## src/rtl/usbrx_pkg.sv

```systemverilog
// Shared types for the full-speed receive recovery path.
package usbrx_pkg;
    // Recovered line state after classification of the three line inputs.
    typedef enum logic [1:0] {
        LS_SE0 = 2'd0,
        LS_J   = 2'd1,
        LS_K   = 2'd2
    } line_t;
endpackage

```

## src/rtl/usbrx_glitch_filter.sv

```systemverilog
// Classifies the synchronised line inputs into J, K or SE0, and passes a new
// state on only after it has been seen on FILT_LEN consecutive ticks.
// Assumes: inputs already synchronised to clk; FILT_LEN >= 2.
module usbrx_glitch_filter
    import usbrx_pkg::*;
#(
    parameter int FILT_LEN = 2
) (
    input  logic  clk,
    input  logic  rst_n,
    input  logic  dp_i,
    input  logic  dm_i,
    input  logic  diff_i,
    output line_t state_o
);
    localparam int CW = $clog2(FILT_LEN + 1);

    line_t          raw;
    line_t          cand_q;
    line_t          filt_q;
    logic [CW-1:0]  cnt_q;

    // Classify the raw inputs: both single-ended lows is SE0, else follow diff.
    always_comb begin
        if (!dp_i && !dm_i) raw = LS_SE0;
        else if (diff_i)    raw = LS_J;
        else                raw = LS_K;
    end

    // Track a candidate state and accept it after FILT_LEN matching ticks.
    always_ff @(posedge clk) begin
        if (!rst_n) begin
            cand_q <= LS_J;
            filt_q <= LS_J;
            cnt_q  <= CW'(FILT_LEN);
        end else if (raw != cand_q) begin
            cand_q <= raw;
            cnt_q  <= CW'(1);
        end else begin
            if (cnt_q < CW'(FILT_LEN)) cnt_q <= cnt_q + CW'(1);
            if (cnt_q >= CW'(FILT_LEN - 1)) filt_q <= cand_q;
        end
    end

    assign state_o = filt_q;


    filt_follows_raw_chk: assert property (@(posedge clk) disable iff (!rst_n)
        !$stable(filt_q) |-> ($past(raw) == filt_q));
endmodule

```

## src/rtl/usbrx_dpll.sv

```systemverilog
// Recovers a bit strobe from the filtered line state. The phase counter
// restarts on every transition, and a strobe fires at the middle tick of
// each OVS-tick bit cell, never in the cycle where a transition is seen.
// Assumes: OVS is a power of two, at least 4.
module usbrx_dpll
    import usbrx_pkg::*;
#(
    parameter int OVS = 4
) (
    input  logic  clk,
    input  logic  rst_n,
    input  line_t state_i,
    output logic  strobe_o,
    output line_t sample_o
);
    localparam int            PW  = $clog2(OVS);
    localparam logic [PW-1:0] MID = PW'(OVS / 2);
    localparam logic [PW-1:0] TOP = PW'(OVS - 1);

    line_t          prev_q;
    logic [PW-1:0]  phase_q;
    logic           edge_w;

    assign edge_w = (state_i != prev_q);

    // Remember the last state and advance or restart the phase counter.
    always_ff @(posedge clk) begin
        if (!rst_n) begin
            prev_q  <= LS_J;
            phase_q <= '0;
        end else begin
            prev_q <= state_i;
            if (edge_w)              phase_q <= PW'(1);
            else if (phase_q == TOP) phase_q <= '0;
            else                     phase_q <= phase_q + PW'(1);
        end
    end

    assign strobe_o = (phase_q == MID) && !edge_w;
    assign sample_o = state_i;


    strobe_gap_chk: assert property (@(posedge clk) disable iff (!rst_n)
        strobe_o |-> (!$past(strobe_o) && !$past(strobe_o, 2)));
endmodule

```

## src/rtl/usbrx_nrzi_unstuff.sv

```systemverilog
// Per recovered sample: detects packet start, decodes NRZI, drops stuffed
// zeros, flags stuffing violations and detects SE0-based end of packet.
// Assumes: sample_i is valid when strobe_i is 1; one strobe per bit time.
module usbrx_nrzi_unstuff
    import usbrx_pkg::*;
#(
    parameter int STUFF_RUN   = 6,
    parameter int EOP_SE0_MIN = 2
) (
    input  logic  clk,
    input  logic  rst_n,
    input  logic  strobe_i,
    input  line_t sample_i,
    output logic  bit_o,
    output logic  valid_o,
    output logic  active_o,
    output logic  eop_o,
    output logic  err_o
);
    localparam int OW = $clog2(STUFF_RUN + 1);
    localparam int SW = $clog2(EOP_SE0_MIN + 1);

    logic           active_q;
    logic           bit_q;
    logic           valid_q;
    logic           eop_q;
    logic           err_q;
    line_t          last_q;
    line_t          prev_s_q;
    logic [OW-1:0]  ones_q;
    logic [SW-1:0]  se0_q;
    logic           same_w;

    assign same_w = (sample_i == last_q);

    // Advance the packet state machine once per recovered bit.
    always_ff @(posedge clk) begin
        if (!rst_n) begin
            active_q <= 1'b0;
            bit_q    <= 1'b0;
            valid_q  <= 1'b0;
            eop_q    <= 1'b0;
            err_q    <= 1'b0;
            last_q   <= LS_J;
            prev_s_q <= LS_SE0;
            ones_q   <= '0;
            se0_q    <= '0;
        end else begin
            valid_q <= 1'b0;
            eop_q   <= 1'b0;
            if (strobe_i) begin
                prev_s_q <= sample_i;
                if (!active_q) begin
                    if (prev_s_q == LS_J && sample_i == LS_K) begin
                        active_q <= 1'b1;
                        err_q    <= 1'b0;
                        valid_q  <= 1'b1;
                        bit_q    <= 1'b0;
                        ones_q   <= '0;
                        se0_q    <= '0;
                        last_q   <= LS_K;
                    end
                end else if (sample_i == LS_SE0) begin
                    if (se0_q < SW'(EOP_SE0_MIN)) se0_q <= se0_q + SW'(1);
                end else if (se0_q >= SW'(EOP_SE0_MIN)) begin
                    active_q <= 1'b0;
                    eop_q    <= (sample_i == LS_J);
                    se0_q    <= '0;
                end else begin
                    se0_q  <= '0;
                    last_q <= sample_i;
                    if (ones_q == OW'(STUFF_RUN)) begin
                        ones_q <= '0;
                        if (same_w) err_q <= 1'b1;
                    end else begin
                        valid_q <= 1'b1;
                        bit_q   <= same_w;
                        ones_q  <= same_w ? ones_q + OW'(1) : '0;
                    end
                end
            end
        end
    end

    assign bit_o    = bit_q;
    assign valid_o  = valid_q;
    assign active_o = active_q;
    assign eop_o    = eop_q;
    assign err_o    = err_q;


    valid_in_pkt_chk: assert property (@(posedge clk) disable iff (!rst_n)
        valid_q |-> active_q);

    eop_ends_pkt_chk: assert property (@(posedge clk) disable iff (!rst_n)
        eop_q |-> (!active_q && $past(active_q)));

    err_in_pkt_chk: assert property (@(posedge clk) disable iff (!rst_n)
        $rose(err_q) |-> active_q);

    ones_bound_chk: assert property (@(posedge clk) disable iff (!rst_n)
        ones_q <= OW'(STUFF_RUN));

    start_bit_chk: assert property (@(posedge clk) disable iff (!rst_n)
        $rose(active_q) |-> (valid_q && !bit_q));
endmodule

```

## src/rtl/usbrx_cdr.sv

```systemverilog
// Top of the full-speed receive recovery path: glitch filter, bit-strobe
// recovery, then NRZI decode with unstuffing and end-of-packet detection.
// Assumes: clk is OVS times the bit rate; line inputs are synchronised.
module usbrx_cdr
    import usbrx_pkg::*;
#(
    parameter int OVS         = 4,
    parameter int FILT_LEN    = 2,
    parameter int STUFF_RUN   = 6,
    parameter int EOP_SE0_MIN = 2
) (
    input  logic clk,
    input  logic rst_n,
    input  logic line_dp,
    input  logic line_dm,
    input  logic line_diff,
    output logic rx_bit,
    output logic rx_valid,
    output logic pkt_active,
    output logic rx_eop,
    output logic stuff_err
);
    line_t filt_state;
    line_t sample;
    logic  strobe;

    usbrx_glitch_filter #(.FILT_LEN(FILT_LEN)) u_filt (
        .clk     (clk),
        .rst_n   (rst_n),
        .dp_i    (line_dp),
        .dm_i    (line_dm),
        .diff_i  (line_diff),
        .state_o (filt_state)
    );

    usbrx_dpll #(.OVS(OVS)) u_dpll (
        .clk      (clk),
        .rst_n    (rst_n),
        .state_i  (filt_state),
        .strobe_o (strobe),
        .sample_o (sample)
    );

    usbrx_nrzi_unstuff #(
        .STUFF_RUN   (STUFF_RUN),
        .EOP_SE0_MIN (EOP_SE0_MIN)
    ) u_dec (
        .clk      (clk),
        .rst_n    (rst_n),
        .strobe_i (strobe),
        .sample_i (sample),
        .bit_o    (rx_bit),
        .valid_o  (rx_valid),
        .active_o (pkt_active),
        .eop_o    (rx_eop),
        .err_o    (stuff_err)
    );
endmodule

```

## config.mk

```make
export PLATFORM = sky130hd
export DESIGN_NAME = usbrx_cdr
export DESIGN_NICKNAME = d
export VERILOG_FILES = /design/src/rtl/usbrx_pkg.sv /design/src/rtl/usbrx_glitch_filter.sv /design/src/rtl/usbrx_dpll.sv /design/src/rtl/usbrx_nrzi_unstuff.sv /design/src/rtl/usbrx_cdr.sv
export SDC_FILE = /design/constraint.sdc
export NUM_CORES = 1
export LEC_CHECK = 0
export ABC_AREA = 1
export ABC_CLOCK_PERIOD_IN_PS = 2100
export BUFFER_PORTS_ARGS = -buffer_cell sky130_fd_sc_hd__buf_2
export CORE_MARGIN = 3
export CORE_UTILIZATION = 65
export CTS_BUF_LIST = sky130_fd_sc_hd__clkbuf_4 sky130_fd_sc_hd__clkbuf_8
export DETAILED_ROUTE_END_ITERATION = 7
export PLACE_DENSITY = 0.95
export SETUP_SLACK_MARGIN = 0.4
export SYNTH_ARGS = -nofsm -noshare
export SYNTH_HDL_FRONTEND = slang
export SYNTH_SLANG_ARGS = --single-unit
```

## constraint.sdc

```tcl
create_clock -name clk -period 2.1 [get_ports clk]
set_clock_uncertainty 0.1 [all_clocks]
set_input_delay 0 -clock clk [delete_from_list [all_inputs] [get_ports clk]]
set_output_delay 0 -clock clk [all_outputs]
set_load 0.02 [all_outputs]
```

==> results of run 1 <==
metal layers:
| metal | vias up | routed length (um) | global-route usage |
|---|---|---|---|
| li1 | 591 | - | - |
| met3 | 11 | 169 | 0.0386 |
| met1 | 528 | 1080 | 0.279 |
| met5 | - | 0 | 0 |
| met2 | 51 | 1350 | 0.422 |
| met4 | 0 | 87 | 0.138 |
state kept, by name, indices dropped and copies added, names as in the netlist:
| signal | count |
|---|---|
| u_dpll.phase_q | 2 |
| u_filt.cnt_q | 2 |
| u_dec.ones_q | 3 |
| u_dpll.prev_q | 2 |
| u_dec.valid_o | 1 |
| u_dec.last_q | 2 |
| u_dec.se0_q | 2 |
| u_filt.state_o | 2 |
| u_dec.err_o | 1 |
| u_filt.cand_q | 2 |
| u_dec.bit_o | 1 |
| u_dec.prev_s_q | 2 |
| u_dec.eop_o | 1 |
| u_dec.active_o | 1 |
timing repair:
| action | CTS | global route |
|---|---|---|
| setup endpoints to repair | 0 | 4 |
| hold buffers | 5 | 0 |
| gates resized for setup | 0 | 3 |
| endpoints found under the hold margin | 12 | 0 |
through the flow:
stage	setup WS [ns]	hold slack, ns	instances	utilization
3_5_place_dp	0.499	0.240	214	0.747
5_1_grt	0.412	0.132	222	0.788
4_1_cts	0.484	0.0699	222	0.787
6_report	0.510	0.0830	222	0.788
3_3_place_gp	0.559	0.229	214	0.747
2_1_floorplan	0.721	0.0847	183	-
placed cells by master, fill, tap and decap left out, types with 2 or more instances in the layout:
cell type       n
nand2_1        48
inv_1          31
dfxtp_1        23
nor2_1         22
o21ai_0         9
buf_2           9
nand3_1         7
nand4_1         6
ha_1            6
dlygate4sd3_1   5
nand2_2         4
a21oi_1         4
inv_2           3
nor3_1          3
clkbuf_4        3
nand2_4         2
nor2_8          2
o21ai_1         2
critical path: cells and delay by family (launching register included):
family | cells | cell delay (ns)
AOI/OAI and AO/OA | 1 | 0.22
adders and majority gates | 1 | 0.19
buffers and inverters | 1 | 0.06
DFF | 1 | 0.35
and+or+nand+nor | 5 | 0.59
logic make-up after synthesis:
logic type      Yosys count
simple gates             97
buf+inv                  38
flops                    24
compound gates           17
fa+ha+maj                 6
xor+xnor                  1
cell type report:
| class | instances | share of cell area |
|---|---|---|
| Clock buffer | 3 | 0.0160 |
| Inverter | 35 | 0.0935 |
| Multi-Input combinational cell | 121 | 0.458 |
| Sequential cell | 24 | 0.343 |
| Tap cell | 25 | 0.0223 |
| Timing Repair Buffer | 14 | 0.0677 |
cells in the mapped netlist, types with 2 or more instances:
master / instances
inv_1: 31
inv_2: 3
nand2_2: 4
nor3_1: 3
nand3_1: 7
nor2_1: 22
clkbuf_1: 2
o21ai_0: 11
ha_1: 6
dfxtp_1: 24
nand2_4: 2
nor2_8: 2
nand4_1: 6
nand2_1: 48
a21oi_1: 4
final timing paths:
path	to	slack (ns)	cells after the start
worst max-delay path	u_dec.ones_q[0]	0.51	8
worst min-delay path	u_filt.state_o[0]	0.08	6
worst max register to register	u_dec.ones_q[0]	0.51	8
worst min register to register	u_dec.se0_q[0]	0.40	2
power by group through the flow:
| stage | logic (mW) | clock network [mW] | registers, mW |
|---|---|---|---|
| after floorplan | 0.104 | 0 | 0.500 |
| after global placement | 0.122 | 0 | 0.504 |
| after detailed placement | 0.129 | 0 | 0.506 |
| after CTS | 0.137 | 0.200 | 0.496 |
| after global routing | 0.155 | 0.216 | 0.501 |
| final | 0.139 | 0.195 | 0.497 |
==> results by group, run 1 <==
Layout
  – Area Growth Syn to Fin: 10.9%
  – Ant diodes: 0
  – Footprint of the multi-input gates: 643 um2
  – Register Area: 482 um2
  – Final instance area: 0.00141 mm2
  – Layout Nets: 210
  – Fillers: 125
  – Layout cells sized above 1: 0.137

Clocking
  – H-tree levels: 1
  – Post-CTS Setup Bufs: 0
  – Reg clk slew, reported paths: 0.13 ns
  – CTS tree: yes
  – Clk_lat worst skew: 0.30 ns
  – Root Driver: clkbuf_4
  – CTS buffer count: 3
  – Clk buf depth: 2
  – Clock sinks: 24

Hold path
  – HP Class: primary input to register
  – Min-delay src: line_dm

Synth
  – Post-synthesis simple-gate area fraction: 0.369
  – Post-synthesis xor/xnor area fraction: 0.00691
  – Synth Area in Compound Gates: 0.0721
  – Synth Area in Adders: 0.0592
  – Synth top area cells: dfxtp_1 (38%), nand2_1 (14%), inv_1 (9.2%)
  – Avg Synthesized Cell Area: 6.93 um2
  – Share of the synthesized area in the top cell type: 0.379
  – Fraction of synthesized area in multiplexers: 0
  – Cell accounting for the most synthesized area: dfxtp_1
  – Synth Instances: 183
  – Area of the mapped netlist: 0.00127 mm2
  – Largest family of logic cells by synthesized area: simple AND/OR/NAND/NOR gates
  – FF+latch count, synth: 24
  – Synth cell types: 23
  – Synth Flop Type: dfxtp_1
  – Syn Nets: 194
  – Ys async rst share: 0
  – Yosys warns: 0
  – Seq/Total Area, Yosys: 0.379
  – EDFF count, synth: 0

Placed design
  – Placed cell area: 0.00133 mm2
  – Hpwl dp: 1910 um
  – # port buffers: 9
  – Placer Congestion: 0.919

Critical path
  – Setup crit end kind: register
  – Worst Path Arrival: 1.70 ns
  – CP Launch Type: register
  – Reg-to-Reg Start: u_dec.se0_q[0]
  – CP Max Fanout: 5
  – Critical Path Slowest Stage Cell: dfxtp_1
  – CP startpoint: u_dec.se0_q[0]
  – CP Class: register to register
  – Largest stage delay, worst path: 0.35 ns
  – WP data required: 2.21 ns
  – Critical Path, Cell by Cell: inv_1 > ha_1 > nor2_1 > nand2_1 > nand2_1 > nand4_1 > o21ai_0 > nor2_1

Power
  – Total net switching power: 236 uW
  – Clock Power Share: 0.235
  – Tot Pwr: 832 uW
  – Switch share: 0.283
  – Internal power: 596 uW
  – P_leak: 0.737 nW
  – Sequential Power Share: 0.598
  – Logic pwr share: 0.167
  – VDD IR max: 0.555 mV
  – Power Density: 592 mW/mm2

Timing
  – Setup TNS Final: 0 ns
  – Slew of the pin with the lowest slew margin: 0.411 ns
  – RSZ-0062 raised after global routing: false
  – Final hold viol count: 0
  – Max Transition Viols Final: 0
  – Finish-stage setup viols: 0
  – Post-layout minimum cycle time: 1.59 ns
  – Maximum clock rate: 629 MHz
  – Max-slew headroom: 0.725
  – Tcrit/Tclk final: 0.757

Run status
  – Status: finished clean

GRT
  – First-pass GRT wire length: 4690 um
  – Total track usage: 0.243
  – Initial antenna violation count: 0
  – GRT Residual Overflow: 0
  – Largest net degree at the start of global routing: 21
  – Vias in the first global route: 1150

Routing
  – DR vias/cell: 5.32
  – DRC Markers: 0
  – DRT antenna net count: 0
  – Final WL: 2680 um
  – Initial DRC count: 40
  – Drt pass-1 iters: 4
  – Routed vias: 1181
  – Mean routed wirelength per cell: 12.1 um

Die
  – Core area: 0.00178 mm2
  – Initial Utilization: 0.711
  – I/O Pins: 10
  – Die Wd: 50.2 um
  – Floorplan row count: 15
  – Die area: 0.00252 mm2
  – Die Y: 50.2 um

Flow run
  – Total of max-cap violations: 0
No activity file was read; power rests on OpenSTA's default activity.
==> inputs of run 2 (changes only) <==
--- a/config.mk
+++ b/config.mk
@@ -5,14 +5,14 @@
 export SDC_FILE = /design/constraint.sdc
 export NUM_CORES = 1
 export LEC_CHECK = 0
-export ABC_AREA = 1
-export ABC_CLOCK_PERIOD_IN_PS = 2100
+export ABC_AREA = 0
+export ABC_CLOCK_PERIOD_IN_PS = 1400
 export BUFFER_PORTS_ARGS = -buffer_cell sky130_fd_sc_hd__buf_2
 export CORE_MARGIN = 3
-export CORE_UTILIZATION = 65
+export CORE_UTILIZATION = 55
 export CTS_BUF_LIST = sky130_fd_sc_hd__clkbuf_4 sky130_fd_sc_hd__clkbuf_8
 export DETAILED_ROUTE_END_ITERATION = 7
-export PLACE_DENSITY = 0.95
+export PLACE_DENSITY = 0.87
 export SETUP_SLACK_MARGIN = 0.4
 export SYNTH_ARGS = -nofsm -noshare
 export SYNTH_HDL_FRONTEND = slang
==> constraint.sdc (replaced) <==
create_clock -name clk -period 1.4 [get_ports clk]
set_clock_uncertainty 0.1 [all_clocks]
set_input_delay 0 -clock clk [delete_from_list [all_inputs] [get_ports clk]]
set_output_delay 0 -clock clk [all_outputs]
set_load 0.02 [all_outputs]
==> run 2 against run 1 <==
Effect of this change:
- via count grew 0.17%
- flip-flop and latch count unchanged
- clock-buffer cell count is the same
- clock power increased by 57%
- cell count decreased by 10%
- first-iteration DRC count is 7.5% lower
- sequential power grew 51%
- critical path depth down 2
- the run now ends with negative setup slack left
- synthesized cell count is 25% lower
- critical path type unchanged
==> results by group, run 2 <==
Routing
  – DR vias/cell: 5.94 (+12%)
  – Final WL: 3340 um (+25%)
  – DRT antenna net count: 0 (unchanged)
  – Routed vias: 1183 (+0.17%)
  – Mean routed wirelength per cell: 16.8 um (+39%)
  – DRC Markers: 0 (unchanged)
  – Drt pass-1 iters: 4 (unchanged)
  – Initial DRC count: 37 (-7.5%)

Synth
  – Area of the mapped netlist: 0.00127 mm2 (+0.30%)
  – FF+latch count, synth: 24 (unchanged)
  – Largest family of logic cells by synthesized area: simple AND/OR/NAND/NOR gates
  – Yosys warns: 0 (unchanged)
  – Synth Instances: 138 (-25%)
  – Synth cell types: 42 (+83%)
  – Avg Synthesized Cell Area: 9.21 um2 (+33%)
  – Synth Flop Type: dfxtp_1
  – EDFF count, synth: 0 (unchanged)
  – Share of the synthesized area in the top cell type: 0.378 (-0.00112)
  – Synth Area in Adders: 0.0591 (-0.000175)
  – Synth Area in Compound Gates: 0.219 (+0.147)
  – Syn Nets: 149 (-23%)
  – Top-count cell post-synth: dfxtp_1
  – Synth top area cells: dfxtp_1 (38%), ha_1 (5.9%), nand2_1 (4.1%)
  – Fraction of synthesized area in multiplexers: 0.00886 (+0.00886)
  – Post-synthesis xor/xnor area fraction: 0.0463 (+0.0393)
  – Seq/Total Area, Yosys: 0.378 (-0.00112)
  – Cell accounting for the most synthesized area: dfxtp_1
  – Ys async rst share: 0 (unchanged)
  – Post-synthesis simple-gate area fraction: 0.232 (-0.137)
  – Post-synth top cells: dfxtp_1 (24), nand2_1 (14), nor2_1 (13)

Layout
  – Biggest register: u_dec.ones_q
  – Most common cell after layout, fill and taps aside: buf_4
  – Area Growth Syn to Fin: 37.3%
  – Ant diodes: 0 (unchanged)
  – Footprint of the multi-input gates: 871 um2 (+35%)
  – Number of flip-flops in the largest register: 3 (unchanged)
  – Layout cells sized above 1: 0.465 (+0.328)
  – Layout Nets: 185 (-12%)
  – Most frequent cells in the layout: buf_4 (23), nand2_1 (14), dfxtp_1 (14)
  – Register Area: 500 um2 (+3.9%)
  – Fillers: 126 (+0.80%)
  – Final instance area: 0.00175 mm2 (+24%)

Critical path
  – Critical Path, Cell by Cell: inv_2 > ha_4 > or2_4 > o22ai_4 > a31oi_1 > a41o_1
  – WP data required: 1.51 ns (-0.70 ns)
  – CP Class: register to register
  – Kind of cell adding the most delay to the critical path: compound AO/OA/AOI/OAI gates
  – Reg2reg path depth: 6 (-2)
  – Setup crit end kind: register
  – CP Launch Type: register
  – Crit. path cell count: 6 (-2)
  – Largest stage delay, worst path: 0.36 ns (about the same)
  – CP Max Fanout: 6 (+1)
  – Critical Path Slowest Stage Cell: dfxtp_2
  – Worst Path Arrival: 1.61 ns (-0.09 ns)
  – Worst path bufs/invs: 1 (unchanged)

Run status
  – Failing checks: negative setup slack
  – Status: complete, but fails checks

Timing
  – Tcrit/Tclk final: 1.07 (+0.312)
  – Post-layout minimum cycle time: 1.50 ns (-0.0934 ns)
  – Final hold viol count: 0 (unchanged)
  – RSZ-0062 raised after global routing: true
  – Max-slew headroom: 0.682 (-0.0430)
  – Finish-stage setup viols: 11 (+11)
  – Slew of the pin with the lowest slew margin: 0.476 ns (+0.0645 ns)
  – Maximum clock rate: 668 MHz (+6.2%)
  – Max Transition Viols Final: 0 (unchanged)
  – Crit path setup slack, layout: -0.0965 ns (-0.607 ns)
  – Setup TNS Final: -0.530 ns (-0.530 ns)

Die
  – Floorplan row count: 16 (+1)
  – Die Wd: 54.1 um (+7.8%)
  – I/O Pins: 10 (unchanged)
  – Die area: 0.00292 mm2 (+16%)
  – Die Y: 54.1 um (+7.8%)
  – Core area: 0.00208 mm2 (+17%)
  – Initial Utilization: 0.611 (-0.100)

Flow run
  – Total of max-cap violations: 0 (unchanged)

Clocking
  – Root Driver: clkbuf_4
  – H-tree levels: 1 (unchanged)
  – Clk_lat worst skew: 0.31 ns (about the same)
  – CTS buffer count: 3 (unchanged)
  – Clk buf depth: 2 (unchanged)
  – Reg clk slew, reported paths: 0.13 ns (about the same)
  – Clock sinks: 24 (unchanged)
  – CTS tree: yes

GRT
  – Largest net degree at the start of global routing: 13 (-38%)
  – Initial antenna violation count: 0 (unchanged)
  – First-pass GRT wire length: 5310 um (+13%)
  – GRT Residual Overflow: 0 (unchanged)
  – Total track usage: 0.246 (+0.00278)
  – Vias in the first global route: 1209 (+5.1%)

Power
  – Power Density: 771 mW/mm2 (+30%)
  – VDD IR max: 0.752 mV (+36%)
  – P_leak: 0.674 nW (-8.6%)

Hold path
  – Hold Path Depth: 4 (-2)
  – HP Class: primary input to register

Placed design
  – Placer Congestion: 0.884 (-3.8%)
  – Hpwl dp: 1980 um (+3.7%)
  – # port buffers: 9 (unchanged)
  – Placed cell area: 0.00148 mm2 (+11%)
==> run 2: what timing repair did <==
item                       in CTS  in global routing
setup endpoints to repair      21                 23
gates resized for setup        14                 19
hold endpoints to repair       12                  0
pin swaps                       4                 11
hold buffers                    6                  0
setup buffers                   2                  3
==> run 2: tightest hold or removal path, cell delays in order <==
cell     delay (ns)
buf_2          0.10
or3_1          0.10
mux2_4         0.14
o21ai_1        0.06
==> run 2: where the power goes <==
| part | switching (mW) | internal [mW] |
|---|---|---|
| Clock | 0.205 | 0.100 |
| Combinational | 0.142 | 0.150 |
| Sequential | 0.0378 | 0.711 |
==> run 2: path summary, 6_finish.rpt <==
check                 startpoint              end  slack, ns
setup / recovery  u_dec.se0_q[0]      u_dec.bit_o       -0.1
hold / removal         line_diff  u_filt.cnt_q[1]       0.02
setup reg to reg  u_dec.se0_q[0]      u_dec.bit_o       -0.1
hold reg to reg      u_dec.err_o      u_dec.err_o       0.38
==> run 2: per-stage QoR <==
step                      total power [mW]  utilization  hold slack, ns  std cells  worst slack [ns]
after floorplan                      0.894            -         -0.0269        138           -0.0169
after global placement               0.942        0.711           0.132        185           -0.0469
after detailed placement             0.956        0.711           0.147        185           -0.0925
after CTS                             1.30        0.782          0.0168        196            -0.102
after global routing                  1.40        0.838          0.0222        199            -0.173
final                                 1.35        0.838          0.0213        199           -0.0965
==> run 2: kinds of logic after synthesis <==
group / after synthesis
adder cells (fa/ha/maj): 6
XOR/XNOR: 5
multiplexers: 1
AO/OA/AOI/OAI: 33
flip-flops: 24
AND/OR/NAND/NOR: 55
buffers and inverters: 14
==> run 2: final cells by class <==
type / instances / area share
multi-input cells: 100 / 0.499
well taps: 27 / 0.0194
repair buffers: 38 / 0.167
clock buffers: 3 / 0.0129
flip-flops and latches: 24 / 0.287
inverters: 7 / 0.0151
==> run 2: routing by layer <==
| layer | track usage | part of all wire |
|---|---|---|
| met1 | 0.293 | 0.41 |
| met2 | 0.448 | 0.53 |
| met3 | 0.0388 | 0.050 |
| met4 | 0.0705 | 0.0072 |
| met5 | 0 | 0 |
==> inputs of run 3 (changes only) <==
==> constraint.sdc (replaced) <==
create_clock -name clk -period 1.4 [get_ports clk]
set_clock_uncertainty 0.1 [all_clocks]
set_input_delay 0 -clock clk [delete_from_list [all_inputs] [get_ports clk]]
set_output_delay 0 -clock clk [all_outputs]
set_load 0.005 [all_outputs]
==> run 3 against run 2 <==
Effect of this change:
- the flow now stops in global routing
- area after synthesis unchanged
- synthesized cell count unchanged
==> results by group, run 3 <==
Run status
  – Status: did not finish
  – Fail Step: global routing
  – Run Error: [ERROR DPL-0033] detailed placement checks failed during check placement.

Synth
  – Yosys warns: 0 (unchanged)
  – Synth Flop Type: dfxtp_1
  – Post-synth top cells: dfxtp_1 (24), nand2_1 (14), nor2_1 (13)
  – Share of the synthesized area in the top cell type: 0.378 (unchanged)
  – Post-synthesis xor/xnor area fraction: 0.0463 (unchanged)
  – Synth Instances: 138 (unchanged)
  – Largest family of logic cells by synthesized area: simple AND/OR/NAND/NOR gates
  – Synth top area cells: dfxtp_1 (38%), ha_1 (5.9%), nand2_1 (4.1%)
  – Synth Area in Adders: 0.0591 (unchanged)
  – EDFF count, synth: 0 (unchanged)
  – Seq/Total Area, Yosys: 0.378 (unchanged)
  – FF+latch count, synth: 24 (unchanged)
  – Syn Nets: 149 (unchanged)
  – Fraction of synthesized area in multiplexers: 0.00886 (unchanged)
  – Top-count cell post-synth: dfxtp_1
  – Cell accounting for the most synthesized area: dfxtp_1
  – Synth Area in Compound Gates: 0.219 (unchanged)
  – Area of the mapped netlist: 0.00127 mm2 (unchanged)
  – Post-synthesis simple-gate area fraction: 0.232 (unchanged)
  – Avg Synthesized Cell Area: 9.21 um2 (unchanged)
  – Synth cell types: 42 (unchanged)
  – Ys async rst share: 0 (unchanged)

Die
  – Floorplan row count: 16 (unchanged)
  – I/O Pins: 10 (unchanged)
  – Die Wd: 54.1 um (unchanged)
  – Die Y: 54.1 um (unchanged)
  – Initial Utilization: 0.611 (unchanged)

GRT
  – Initial antenna violation count: 0
  – Largest net degree at the start of global routing: 14

Clocking
  – Clock sinks: 24 (unchanged)
  – CTS buffer count: 3 (unchanged)
  – Clk buf depth: 2 (unchanged)
  – H-tree levels: 1 (unchanged)
  – Root Driver: clkbuf_4

Placed design
  – Pre-CTS WS: -0.0880 ns (+0.00453 ns)
  – # port buffers: 9 (unchanged)
  – Placer Congestion: 0.972 (+9.9%)
  – Hpwl dp: 2090 um (+5.5%)

Timing
  – Kind of the worst endpoint: register input
  – Post-GRT worst EP: u_dec.ones_q[2]$_SDFFE_PN0P_/D
run 3: logic make-up after synthesis:
family / count (synthesis)
simple gates: 55
compound gates: 33
flops: 24
buf+inv: 14
fa+ha+maj: 6
xor+xnor: 5
mux: 1
run 3: repair_timing:
item | CTS
setup buffers | 10
endpoints found under the hold margin | 6
hold buffers | 5
setup endpoints to repair | 21
pin swaps | 9
cloned | 1
resized for setup | 40
run 3: stage by stage:
stage               instance area [um2]  utilization  hold slack (ns)  instances
CTS                                1830        0.879          -0.0353        207
detailed placement                 1490        0.718            0.144        187
floorplan                          1320            -          -0.0269        138
global placement                   1490        0.718            0.128        187
==> inputs of run 4 (changes only) <==
--- a/config.mk
+++ b/config.mk
@@ -6,14 +6,12 @@
 export NUM_CORES = 1
 export LEC_CHECK = 0
 export ABC_AREA = 0
-export ABC_CLOCK_PERIOD_IN_PS = 1400
+export ABC_CLOCK_PERIOD_IN_PS = 1800
 export BUFFER_PORTS_ARGS = -buffer_cell sky130_fd_sc_hd__buf_2
-export CORE_MARGIN = 3
-export CORE_UTILIZATION = 55
-export CTS_BUF_LIST = sky130_fd_sc_hd__clkbuf_4 sky130_fd_sc_hd__clkbuf_8
+export CORE_AREA = 3 3 64 66
 export DETAILED_ROUTE_END_ITERATION = 7
-export PLACE_DENSITY = 0.87
-export SETUP_SLACK_MARGIN = 0.4
+export DIE_AREA = 0 0 67 69
+export PLACE_DENSITY_LB_ADDON = 0.15
 export SYNTH_ARGS = -nofsm -noshare
 export SYNTH_HDL_FRONTEND = slang
 export SYNTH_SLANG_ARGS = --single-unit
==> constraint.sdc (replaced) <==
create_clock -name clk -period 1.8 [get_ports clk]
set_clock_uncertainty 0.1 [all_clocks]
set_input_delay 0 -clock clk [delete_from_list [all_inputs] [get_ports clk]]
set_output_delay 0 -clock clk [all_outputs]
set_load 0.005 [all_outputs]
==> run 4 against run 3 <==
Effect of this change:
- the flow now finishes without violations
==> results by group, run 4 (same netlist as run 2, synthesis figures left out) <==
Die
  – Die Wd: 67 um (+24%)
  – Initial Utilization: 0.350 (-0.261)
  – Floorplan row count: 22 (+6)
  – Die area: 0.00462 mm2
  – I/O Pins: 10 (unchanged)
  – Die Y: 69 um (+28%)
  – Core area: 0.00363 mm2

Clocking
  – Cts hold-fix bufs: 4 (-1)
  – Reg clk slew, reported paths: 0.09 ns
  – H-tree levels: 1 (unchanged)
  – CTS buffer count: 3 (unchanged)
  – CTS tree: yes
  – PostCTS Resize Cnt: 0 (-100%)
  – Clk buf depth: 2 (unchanged)
  – Root Driver: clkbuf_8
  – Clk_lat worst skew: 0.27 ns
  – Post-CTS Setup Bufs: 0 (-10)
  – Clock sinks: 24 (unchanged)

GRT
  – First-pass GRT wire length: 4650 um
  – Initial antenna violation count: 0
  – Vias in the first global route: 1033
  – Largest net degree at the start of global routing: 16
  – Total track usage: 0.128
  – GRT Residual Overflow: 0

Critical path
  – Reg2reg path depth: 6
  – CP Launch Type: register
  – Reg-to-Reg Start: u_dec.se0_q[0]
  – CP Max Fanout: 6
  – Critical Path, Cell by Cell: inv_1 > ha_1 > or2_2 > o22ai_2 > a31oi_1 > a41o_1
  – Worst Path Arrival: 1.76 ns
  – CP Class: register to register
  – R2r endpoint: u_dec.bit_o
  – Worst R2R Setup Slack: 0.11 ns
  – Setup crit end kind: register
  – WP data required: 1.87 ns
  – Critical Path Slowest Stage Cell: dfxtp_1
  – Largest stage delay, worst path: 0.36 ns

Layout
  – Most common cell after layout, fill and taps aside: dfxtp_1
  – Biggest register: u_dec.ones_q
  – Layout Nets: 166
  – Fin cells: 201
  – Ant diodes: 0
  – Area Growth Syn to Fin: 14.7%
  – Most frequent cells in the layout: dfxtp_1 (24), nand2_1 (14), nor2_1 (13)
  – Number of flip-flops in the largest register: 3
  – Layout cells sized above 1: 0.209

Power
  – VDD IR max: 0.429 mV
  – Power Density: 706 mW/mm2
  – P_leak: 0.554 nW

Placed design
  – # placed instances: 194 (+3.7%)
  – Placer Congestion: 0.752 (-23%)
  – Hpwl dp: 1880 um (-9.9%)
  – # port buffers: 9 (unchanged)

Timing
  – Setup TNS Final: 0 ns
  – Tcrit/Tclk final: 0.938
  – Finish-stage setup viols: 0
  – RSZ-0062 raised after global routing: false
  – Maximum clock rate: 592 MHz
  – Max-slew headroom: 0.695
  – Max Transition Viols Final: 0
  – Slew of the pin with the lowest slew margin: 0.457 ns
  – Post-layout minimum cycle time: 1.69 ns
  – Final hold viol count: 0

Hold path
  – Min-delay src: rst_n
  – HP Class: primary input to register
  – Worst hold endpoint: u_filt.cand_q[0]
  – Hold Path Depth: 3

Routing
  – Final WL: 2600 um
  – DR vias/cell: 5.12
  – Routed vias: 1030
  – DRT antenna net count: 0
  – Drt pass-1 iters: 4
  – Initial DRC count: 61
  – DRC Markers: 0
  – Mean routed wirelength per cell: 12.9 um

Flow run
  – Total of max-cap violations: 0

Run status
  – Status: finished clean
[run 4: metal layers]
metal | GRT usage | wire, um | vias up
met5 | 0 | 0 | -
met4 | 0.0338 | 24 | 0
met3 | 0.0391 | 84 | 2
met2 | 0.216 | 1300 | 15
met1 | 0.155 | 1180 | 488
li1 | - | - | 525
[run 4: per-stage QoR]
step / hold slack [ns] / cell area, um2 / utilization / power (mW) / worst slack [ns]
after floorplan: -0.0269 / 1270 / - / 0.680 / 0.223
after global placement: 0.147 / 1380 / 0.379 / 0.712 / 0.151
after detailed placement: 0.152 / 1380 / 0.379 / 0.715 / 0.115
after CTS: 0.0127 / 1460 / 0.401 / 1.05 / 0.100
after global routing: 0.0231 / 1460 / 0.401 / 1.09 / 0.00142
final: 0.0214 / 1460 / 0.401 / 1.03 / 0.111
[run 4: critical path: cells and delay by family, from the launching register on]
kind | cells | cell delay (ns)
simple gates | 1 | 0.32
buf+inv | 1 | 0.05
flops | 1 | 0.36
compound gates | 3 | 0.58
fa+ha+maj | 1 | 0.17
[run 4: layout make-up]
cell class,instances,area [um2]
sequential,24,480
timing repair buffer,19,130
fill,393,2180
tap,48,60.1
inverter,7,26.3
multi-input combinational,100,719
clock buffer,3,41.3
[run 4: report_power, final]
group	internal (mW)	switching (mW)	leakage, nW
clock network	0.150	0.170	0.0216
registers	0.552	0.0218	0.196
logic	0.0614	0.0739	0.337
total	0.763	0.266	0.554
[run 4: how the worst max path moves through the flow]
stage	startpoint	end	slack, ns	cells after the start
after global placement	u_filt.state_o[1]	u_dec.bit_o	0.15	5
final	u_dec.se0_q[0]	u_dec.bit_o	0.11	6
after detailed placement	u_dec.se0_q[0]	u_dec.bit_o	0.11	6
after floorplan	u_dec.se0_q[0]	u_dec.bit_o	0.22	6
after global routing	u_filt.state_o[0]	u_dec.err_o	0.001	5
after CTS	u_dec.se0_q[0]	u_dec.bit_o	0.10	6
